==> config.mk <==
export PLATFORM = sky130hd
export DESIGN_NAME = maint_req_handler
export DESIGN_NICKNAME = d
export VERILOG_FILES = /design/src/rtl/maint_pkg.sv /design/src/rtl/mr_req_slot.sv /design/src/rtl/mr_txn_count.sv /design/src/rtl/mr_auto_zq.sv /design/src/rtl/maint_req_handler.sv
export SDC_FILE = /design/constraint.sdc
export NUM_CORES = 1
export LEC_CHECK = 0
export ABC_CLOCK_PERIOD_IN_PS = 4550
export CAP_MARGIN = 25
export CORE_MARGIN = 2
export CORE_UTILIZATION = 55
export CTS_CLUSTER_DIAMETER = 120
export DETAILED_ROUTE_END_ITERATION = 10
export DONT_BUFFER_PORTS = 1
export GPL_TIMING_DRIVEN = 0
export PLACE_DENSITY = 0.73
export SETUP_SLACK_MARGIN = 0.05
export SLEW_MARGIN = 20
export SYNTH_ARGS = -nofsm -noshare
export SYNTH_HDL_FRONTEND = slang
export SYNTH_SLANG_ARGS = --single-unit
==> constraint.sdc <==
create_clock -name clk -period 4.55 [get_ports clk]
set_input_delay 0.2275 -clock clk [delete_from_list [all_inputs] [get_ports clk]]
set_output_delay 0.2275 -clock clk [all_outputs]
set_load 0.02 [all_outputs]
==> src/rtl/maint_pkg.sv <==
package maint_pkg;
  typedef enum logic [1:0] {
    MC_IDLE = 2'b00,
    MC_REF  = 2'b01,
    MC_ZQCS = 2'b10
  } mcmd_e;

  localparam int unsigned NUM_USER_REQ = 2;
  localparam int unsigned IDX_REF = 0;
  localparam int unsigned IDX_ZQ  = 1;
endpackage

==> src/rtl/mr_req_slot.sv <==
module mr_req_slot (
  input  logic clk,
  input  logic rst_n,
  input  logic strobe,
  input  logic clear,
  output logic pend,
  output logic dup
);
  always_ff @(posedge clk) begin
    if (!rst_n) pend <= 1'b0;
    else if (pend) pend <= !clear;
    else pend <= strobe;
  end

  assign dup = strobe & pend;

  // a duplicate strobe must not re-arm a request that is being cleared
  p_dup_no_rearm_r6: assert property (@(posedge clk) disable iff (!rst_n)
    (pend && clear) |=> !pend);
endmodule

==> src/rtl/mr_txn_count.sv <==
module mr_txn_count #(
  parameter int unsigned MAX_PEND = 16,
  localparam int unsigned CW = $clog2(MAX_PEND + 1)
) (
  input  logic          clk,
  input  logic          rst_n,
  input  logic          accept,
  input  logic          done,
  output logic [CW-1:0] cnt
);
  always_ff @(posedge clk) begin
    if (!rst_n) cnt <= '0;
    else if (accept && !done) cnt <= cnt + 1'b1;
    else if (done && !accept) cnt <= cnt - 1'b1;
  end

  p_cnt_cap_r9: assert property (@(posedge clk) disable iff (!rst_n)
    cnt <= CW'(MAX_PEND));
  p_cnt_step_r9: assert property (@(posedge clk) disable iff (!rst_n)
    (accept && !done) |=> cnt == $past(cnt) + 1'b1);
endmodule

==> src/rtl/mr_auto_zq.sv <==
module mr_auto_zq #(
  parameter int unsigned ZQ_INTERVAL = 1024
) (
  input  logic clk,
  input  logic rst_n,
  input  logic en,
  output logic tick
);
  generate
    if (ZQ_INTERVAL == 0) begin : g_off
      assign tick = 1'b0;
    end else begin : g_on
      localparam int unsigned TW = (ZQ_INTERVAL > 1) ? $clog2(ZQ_INTERVAL) : 1;
      localparam logic [TW-1:0] LAST = TW'(ZQ_INTERVAL - 1);
      logic [TW-1:0] tmr;
      always_ff @(posedge clk) begin
        if (!rst_n || !en) tmr <= '0;
        else if (tmr == LAST) tmr <= '0;
        else tmr <= tmr + 1'b1;
      end
      assign tick = en && (tmr == LAST);

      p_no_tick_off_r8: assert property (@(posedge clk) disable iff (!rst_n)
        !en |=> (tmr == '0));
    end
  endgenerate
endmodule

==> src/rtl/maint_req_handler.sv <==
module maint_req_handler #(
  parameter int unsigned MAX_PEND    = 16,
  parameter int unsigned ZQ_INTERVAL = 1024,
  localparam int unsigned CW = $clog2(MAX_PEND + 1)
) (
  input  logic          clk,
  input  logic          rst_n,
  input  logic          ref_req,
  input  logic          zq_req,
  input  logic          cfg_auto_zq,
  input  logic          data_req_valid,
  output logic          data_req_ready,
  input  logic          txn_done,
  output logic [CW-1:0] pend_cnt,
  output logic          cmd_valid,
  input  logic          cmd_ready,
  output logic [1:0]    cmd_code,
  output logic          ref_ack,
  output logic          zq_ack,
  output logic          dup_err
);
  import maint_pkg::*;

  logic [NUM_USER_REQ-1:0] strobe, clear, pend, dup;
  logic auto_tick, auto_pend, any_pend, drained, hs, accept;
  logic lock_q;
  mcmd_e lcode_q, sel_code, code;

  assign strobe[IDX_REF] = ref_req;
  assign strobe[IDX_ZQ]  = zq_req;

  for (genvar i = 0; i < NUM_USER_REQ; i++) begin : g_slot
    mr_req_slot u_slot (
      .clk(clk), .rst_n(rst_n), .strobe(strobe[i]),
      .clear(clear[i]), .pend(pend[i]), .dup(dup[i])
    );
  end

  mr_txn_count #(.MAX_PEND(MAX_PEND)) u_cnt (
    .clk(clk), .rst_n(rst_n), .accept(accept), .done(txn_done), .cnt(pend_cnt)
  );

  mr_auto_zq #(.ZQ_INTERVAL(ZQ_INTERVAL)) u_auto (
    .clk(clk), .rst_n(rst_n), .en(cfg_auto_zq), .tick(auto_tick)
  );

  assign any_pend = |pend | auto_pend;
  assign drained  = (pend_cnt == '0);
  assign cmd_valid = any_pend && drained;
  assign sel_code = lock_q ? lcode_q : (pend[IDX_REF] ? MC_REF : MC_ZQCS);
  assign code     = cmd_valid ? sel_code : MC_IDLE;
  assign cmd_code = code;
  assign hs       = cmd_valid && cmd_ready;

  assign clear[IDX_REF] = hs && (code == MC_REF);
  assign clear[IDX_ZQ]  = hs && (code == MC_ZQCS);

  assign data_req_ready = !any_pend && (pend_cnt != CW'(MAX_PEND));
  assign accept = data_req_valid && data_req_ready;

  always_ff @(posedge clk) begin
    if (!rst_n) begin
      lock_q    <= 1'b0;
      lcode_q   <= MC_IDLE;
      auto_pend <= 1'b0;
      ref_ack   <= 1'b0;
      zq_ack    <= 1'b0;
      dup_err   <= 1'b0;
    end else begin
      if (hs) lock_q <= 1'b0;
      else if (cmd_valid) begin
        lock_q  <= 1'b1;
        lcode_q <= sel_code;
      end
      auto_pend <= (auto_pend && !clear[IDX_ZQ]) || auto_tick;
      ref_ack   <= clear[IDX_REF];
      zq_ack    <= clear[IDX_ZQ] && pend[IDX_ZQ];
      dup_err   <= |dup;
    end
  end

  p_drain_r4: assert property (@(posedge clk) disable iff (!rst_n)
    cmd_valid |-> (pend_cnt == '0));
  p_stall_r4: assert property (@(posedge clk) disable iff (!rst_n)
    any_pend |-> !data_req_ready);
  p_cmd_hold_r7: assert property (@(posedge clk) disable iff (!rst_n)
    (cmd_valid && !cmd_ready) |=> (cmd_valid && $stable(cmd_code)));
  p_ack_pulse_r2: assert property (@(posedge clk) disable iff (!rst_n)
    ref_ack |=> !ref_ack);
  p_ack_src_r2: assert property (@(posedge clk) disable iff (!rst_n)
    $rose(ref_ack) |-> $past(hs && cmd_code == 2'b01));
  p_zq_ack_src_r3: assert property (@(posedge clk) disable iff (!rst_n)
    zq_ack |-> $past(hs && cmd_code == 2'b10));
  p_err_src_r6: assert property (@(posedge clk) disable iff (!rst_n)
    dup_err |-> $past(ref_req || zq_req));
  p_ref_first_r5: assert property (@(posedge clk) disable iff (!rst_n)
    (cmd_valid && !lock_q && pend[IDX_REF]) |-> cmd_code == 2'b01);
endmodule

### Yosys cells after proc, flatten, opt, wreduce, memory -nomap -nowiden

Cells that the tools add are included.

| word-level totals | value |
|---|---|
| register bits | 24 |
| input bits | 8 |
| output and inout bits | 12 |
| word-level logic and storage cells | 56 |

| operators by class | value |
|---|---|
| add/subtract/negate cells | 3 |
| equality and inequality tests | 4 |
| muxes and demuxes | 7 |
| bitwise gates (word level) | 5 |
| reduce and logical (&&, ||, !) cells | 27 |

Operator list:

| operator | number |
|---|---|
| $logic_and A1 B1 Y1 | 11 |
| $add A10 B1 Y10 const B | 1 |
| $eq A10 B10 Y1 const B | 1 |
| $mux W5 | 2 |
| $reduce_or A2 Y1 | 4 |
| $logic_not A1 Y1 | 7 |
| $mux W2 | 3 |
| $add A5 B1 Y5 const B | 1 |
| $logic_not A5 Y1 | 1 |
| $ne A5 B5 Y1 const B | 1 |
| $sub A5 B1 Y5 const B | 1 |
| $and A1 B1 Y1 | 2 |
| $eq A2 B1 Y1 const B | 1 |
| $eq A2 B2 Y1 const B | 1 |
| $logic_or A1 B1 Y1 | 2 |
| $mux W1 | 2 |
| $not A1 Y1 | 2 |
| $reduce_and A2 Y1 | 1 |
| $reduce_bool A2 Y1 | 1 |
| $or A1 B1 Y1 | 1 |

### Logic depth before layout (Yosys ltp)

| depth | value |
|---|---|
| depth after elaboration | 9 |
| mapped depth | 10 |
| mapped depth without buffers | 10 |

### Hierarchy

From an unflattened synthesis, not the netlist that was laid out.

| second synthesis, totals | value |
|---|---|
| cell total of the unflattened synthesis | 136 |
| area total of the unflattened synthesis | 1229.9 um2 |

Modules (own cells, without submodules):

| module | instances | cells each | area an instance (um2) | seq. area each (um2) |
|---|---|---|---|---|
| mr_auto_zq | 1 | 52 | 444.2 | 200.2 |
| maint_req_handler | 1 | 41 | 376.6 | 140.1 |
| mr_txn_count | 1 | 35 | 326.6 | 100.1 |
| mr_req_slot | 2 | 4 | 41.3 | 20.0 |

### Least setup slack after synthesis

OpenSTA, ideal clock, no wires.

| path | value |
|---|---|
| path kind | reg2reg |
| start point | register u_cnt.cnt[0] |
| end point | register u_cnt.cnt[3] |
| library setup time | 0.062 ns |
| data arrival time | 2.738 ns |
| required time | 4.488 ns |
| setup slack | 1.750 ns |
| cell stages (with the launch flop) | 9 |
| buffers on the path | 0 |
| period minus slack after synthesis | 2.800 ns |
| cell sequence | dfxtp_1 -> or4_4 -> o21a_1 -> and2_1 -> ha_1 -> inv_1 -> ha_1 -> or4b_2 -> nand3_1 |

| between the ends | value |
|---|---|
| word-level cells in the longest chain between the ends | 6 |
| elaborated cells between the ends (all ways) | 11 |
| classes of those cells | add/sub: 2; eq/ne: 1; mux: 2; reduce/logical: 6 |

RTL lines:

| what | line | RTL |
|---|---|---|
| start: declaration | mr_txn_count.sv:9 | `output logic [CW-1:0] cnt` |
| start signal: assignment | mr_txn_count.sv:13 | `else if (accept && !done) cnt <= cnt + 1'b1;` |
| start signal: assignment | mr_txn_count.sv:14 | `else if (done && !accept) cnt <= cnt - 1'b1;` |
| $ne A5 B5 Y1 (*) | maint_req_handler.sv:58 | `assign data_req_ready = !any_pend && (pend_cnt != CW'(MAX_PEND));` |
| $logic_and A1 B1 Y1 (*) | maint_req_handler.sv:58 |  |
| via data_req_ready | maint_req_handler.sv:12 | `output logic data_req_ready,` |
| $logic_and A1 B1 Y1 (*) | maint_req_handler.sv:59 | `assign accept = data_req_valid && data_req_ready;` |
| $logic_not A1 Y1 | mr_txn_count.sv:14 |  |
| $logic_and A1 B1 Y1 | mr_txn_count.sv:14 |  |
| $reduce_bool A2 Y1 (no source line) | - |  |

Mark *: on every way through the listed nets, which the timed path passes. The rest lies on a longest branch. The select of a mux whose other input is x is not followed.
A chain may end at the register's enable or synchronous reset.

### Worst setup path in the final report

| path | value |
|---|---|
| start point | register g_slot[0].u_slot.pend |
| end point | register u_cnt.cnt[3] |

| between the ends | value |
|---|---|
| word-level cells in the longest chain between the ends | 8 |
| elaborated cells between the ends (all ways) | 10 |
| classes of those cells | mux: 1; bitwise: 1; reduce/logical: 8 |

RTL lines:

| what | line | RTL |
|---|---|---|
| start: declaration | mr_req_slot.sv:6 | `output logic pend,` |
| start signal: assignment | mr_req_slot.sv:11 | `else if (pend) pend <= !clear;` |
| start signal: assignment | mr_req_slot.sv:12 | `else pend <= strobe;` |
| $reduce_or A2 Y1 (*) | maint_req_handler.sv:47 | `assign any_pend = \|pend \| auto_pend;` |
| $or A1 B1 Y1 (*) | maint_req_handler.sv:47 |  |
| $logic_not A1 Y1 (*) | maint_req_handler.sv:58 |  |
| $logic_and A1 B1 Y1 (*) | maint_req_handler.sv:58 |  |
| via data_req_ready | maint_req_handler.sv:12 |  |
| $logic_and A1 B1 Y1 (*) | maint_req_handler.sv:59 |  |
| $logic_not A1 Y1 | mr_txn_count.sv:14 |  |
| $logic_and A1 B1 Y1 | mr_txn_count.sv:14 |  |
| $reduce_bool A2 Y1 (no source line) | - |  |

Mark *: on every way through the listed nets, which the timed path passes. The rest lies on a longest branch.

==> results_dict.tcl <==
set metrics [dict create \
    yosysTopAreaCell "dfxtp_1" \
    critPathLaunchType "flop" \
    synth_seq_cells 24 \
    firstDrtPassIters 4 \
    final_area_sq_um 1254 \
    wl_per_cell_um 12.16 \
    initial_core_util_pct 58.90 \
    tns_ns 0 \
    max_freq_mhz 328.7 \
    p_leak_nw 0.4580 \
    status "finished clean" \
    core.rowCount 16 \
    syn-num-nets 145 \
    grt_pass1_vias 785 \
    synth_cells 131 \
    fillers 166 \
    hold_buffers 0 \
    antenna_left 0 \
    clock-sinks 24 \
    synthFlopType "dfxtp_1" \
    drc 0 \
    area_growth_pct 7.395 \
    critPathArrivalTime_ns 3.31 \
    yosysTopAreaCellShare_pct 41.16 \
    worst_slack_ns 1.508 \
    routed_via_density 5.630 \
    hold_class "in2reg" \
    diodes 0 \
    cp.required_ns 4.82 \
    io_pins 20 \
    synth_most_common_cell "dfxtp_1" \
    wl_mm 1.970 \
    place_area_sq_um 1201 \
    die_area_sq_um 2507 \
    cp-end-kind "flop" \
    place_ws_ns 1.528 \
    slew_headroom_pct 50.98 \
    grt_antenna_before_repair 0 \
    grt_first_pass_wirelength_mm 3.387 \
    dpl.hpwl_mm 1.487 \
    ir_worst_vdd_mv 0.2500 \
    vias 912 \
    synthTopCellsByCount "dfxtp_1, nor2_1, nand2_1, o21ai_0, nand3_1" \
    root_buffer "clkbuf_4" \
    place_congestion 0.8468 \
    rsz0062_at_grt "no" \
    synth_area_sq_um 1167 \
    total_power_w 0.0006424 \
    setup_viol 0 \
    async_flop_share_pct 0 \
    gr-total-overflow 0 \
    path_max_fanout 8 \
    io_buffers 0 \
    seq_area_frac_synth_pct 41.16 \
    cts_buffer_depth 2 \
    grt_max_degree 15 \
    maxCapViolations 0 \
    synth_enable_flop_cells 0 \
    period_needed_ns 3.042 \
    finalCoreUtilization_pct 63.26 \
    postCtsSetupBuffers 0 \
    skew_ns 0.008302 \
    cts_made_buffers 3 \
    grt_usage_pct 17.56 \
    core_sq_um 1982 \
    timing.final.crit_share_pct 66.86 \
    die_w_um 50.07 \
    clock_latency_ns 0.32 \
    nNetsFinal 150 \
    final_layout_size_suffix_gt1_share_pct 8.889 \
    slew_viol_final 0 \
    die_y_um 50.07 \
    htreeDepth 1 \
    synth.distinct_cells 38 \
    hold_viol_final 0 \
    synth-warning-count 0 \
    clkTransAtPathRegs_ns 0.14 \
    drt_iter0_markers 11 \
    power_density_nw_per_um2 512.4 \
    synth.avg_cell_area_sq_um 8.911 \
    cts_tree "yes" \
    cts_resized 0 \
    path_class "reg2reg" \
    worst-slew-pin-transition_ns 0.7297 \
    synth_area_leaders "dfxtp_1, ha_1, xnor2_1, nor2_1, o21ai_0" \
]
## placed cells by master (no fill, tap or decap), types with 2 or more instances in the layout
| cell | Yosys | final |
|---|---|---|
| nand4_1 | 2 | 2 |
| clkbuf_1 | 4 | 4 |
| mux2i_1 | 2 | 2 |
| nor2_1 | 15 | 15 |
| ha_1 | 5 | 5 |
| inv_1 | 6 | 6 |
| xor2_1 | 2 | 2 |
| dfxtp_1 | 24 | 24 |
| nand3_1 | 8 | 8 |
| a31oi_1 | 3 | 3 |
| nand2_1 | 10 | 10 |
| and2_1 | 3 | 3 |
| nor2b_1 | 2 | 2 |
| o21ai_0 | 9 | 9 |
| nand2b_1 | 2 | 2 |
| xnor2_1 | 7 | 7 |
| a21oi_1 | 4 | 4 |
| clkbuf_4 | 0 | 3 |
| nor3_1 | 3 | 3 |
## cells by family after synthesis
logic type / after synthesis / share of synthesized area [%]
DFF: 24 / 41.16
muxes: 2 / 1.715
and+or+nand+nor: 55 / 26.80
xor gates and xnor gates: 9 / 6.753
AOI/OAI and AO/OA: 25 / 13.29
adders and majority gates: 6 / 7.074
buffers and inverters: 10 / 3.215
## per-stage QoR
stage,cells,hold WS [ns]
CTS,162,0.04000
finish,162,0.04673
global placement,158,0.3906
detailed placement,158,0.3879
global route,162,0.04236
floorplan,131,0.3687
## worst paths after layout
| check | from | to | slack, ns | cells after the start |
|---|---|---|---|---|
| worst min-delay path | cfg_auto_zq | u_auto.g_on.tmr[8]$_SDFF_PP0_ | 0.05 | 2 |
| worst max register to register | g_slot[0].u_slot.pend$_SDFF_PN0_ | u_cnt.cnt[3]$_SDFFE_PN0P_ | 1.51 | 10 |
| worst min register to register | u_auto.g_on.tmr[0]$_SDFF_PP0_ | u_auto.g_on.tmr[0]$_SDFF_PP0_ | 0.47 | 1 |
| worst max-delay path | g_slot[0].u_slot.pend$_SDFF_PN0_ | u_cnt.cnt[3]$_SDFFE_PN0P_ | 1.51 | 10 |
## layer usage
layer	wire length, um	global-route usage [%]	vias to the layer above
met5	0	0	-
met4	36	8.333	0
met3	82	4.242	5
met2	934	28.95	18
met1	917	21.21	419
li1	-	-	470
## worst max-delay path: stages, from the launching register on
cell and delay [ns]:
dfxtp_1 0.40, nor3_1 0.64, o21a_1 0.35, and2_1 0.17, ha_1 0.16, inv_1 0.11
ha_1 0.29, a21o_2 0.11, a21oi_1 0.07, or4b_2 0.61, nand3_1 0.08
## report_power, final
| part | internal (W) | switching (W) | total, W |
|---|---|---|---|
| Sequential | 0.000238 | 0.0000653 | 0.000303 |
| Combinational | 0.0000813 | 0.000103 | 0.000184 |
| Clock | 0.0000891 | 0.0000658 | 0.000155 |
## registers in the layout, indices dropped and copies added, names as in the netlist, 2 cells and up
name                flops
g_slot.u_slot.pend      2
u_cnt.cnt               5
u_auto.g_on.tmr        10
lcode_q                 2
## cell type report
cell class / instances / area, sq um / share of cell area [%]
Multi-Input combinational cell: 97 / 649.4 / 51.80
Buffer: 4 / 15.01 / 1.198
Clock buffer: 3 / 22.52 / 1.796
Sequential cell: 24 / 480.5 / 38.32
Clock inverter: 1 / 30.03 / 2.395
Inverter: 6 / 22.52 / 1.796
Tap cell: 27 / 33.78 / 2.695
Power figures use the tool's default switching activity.
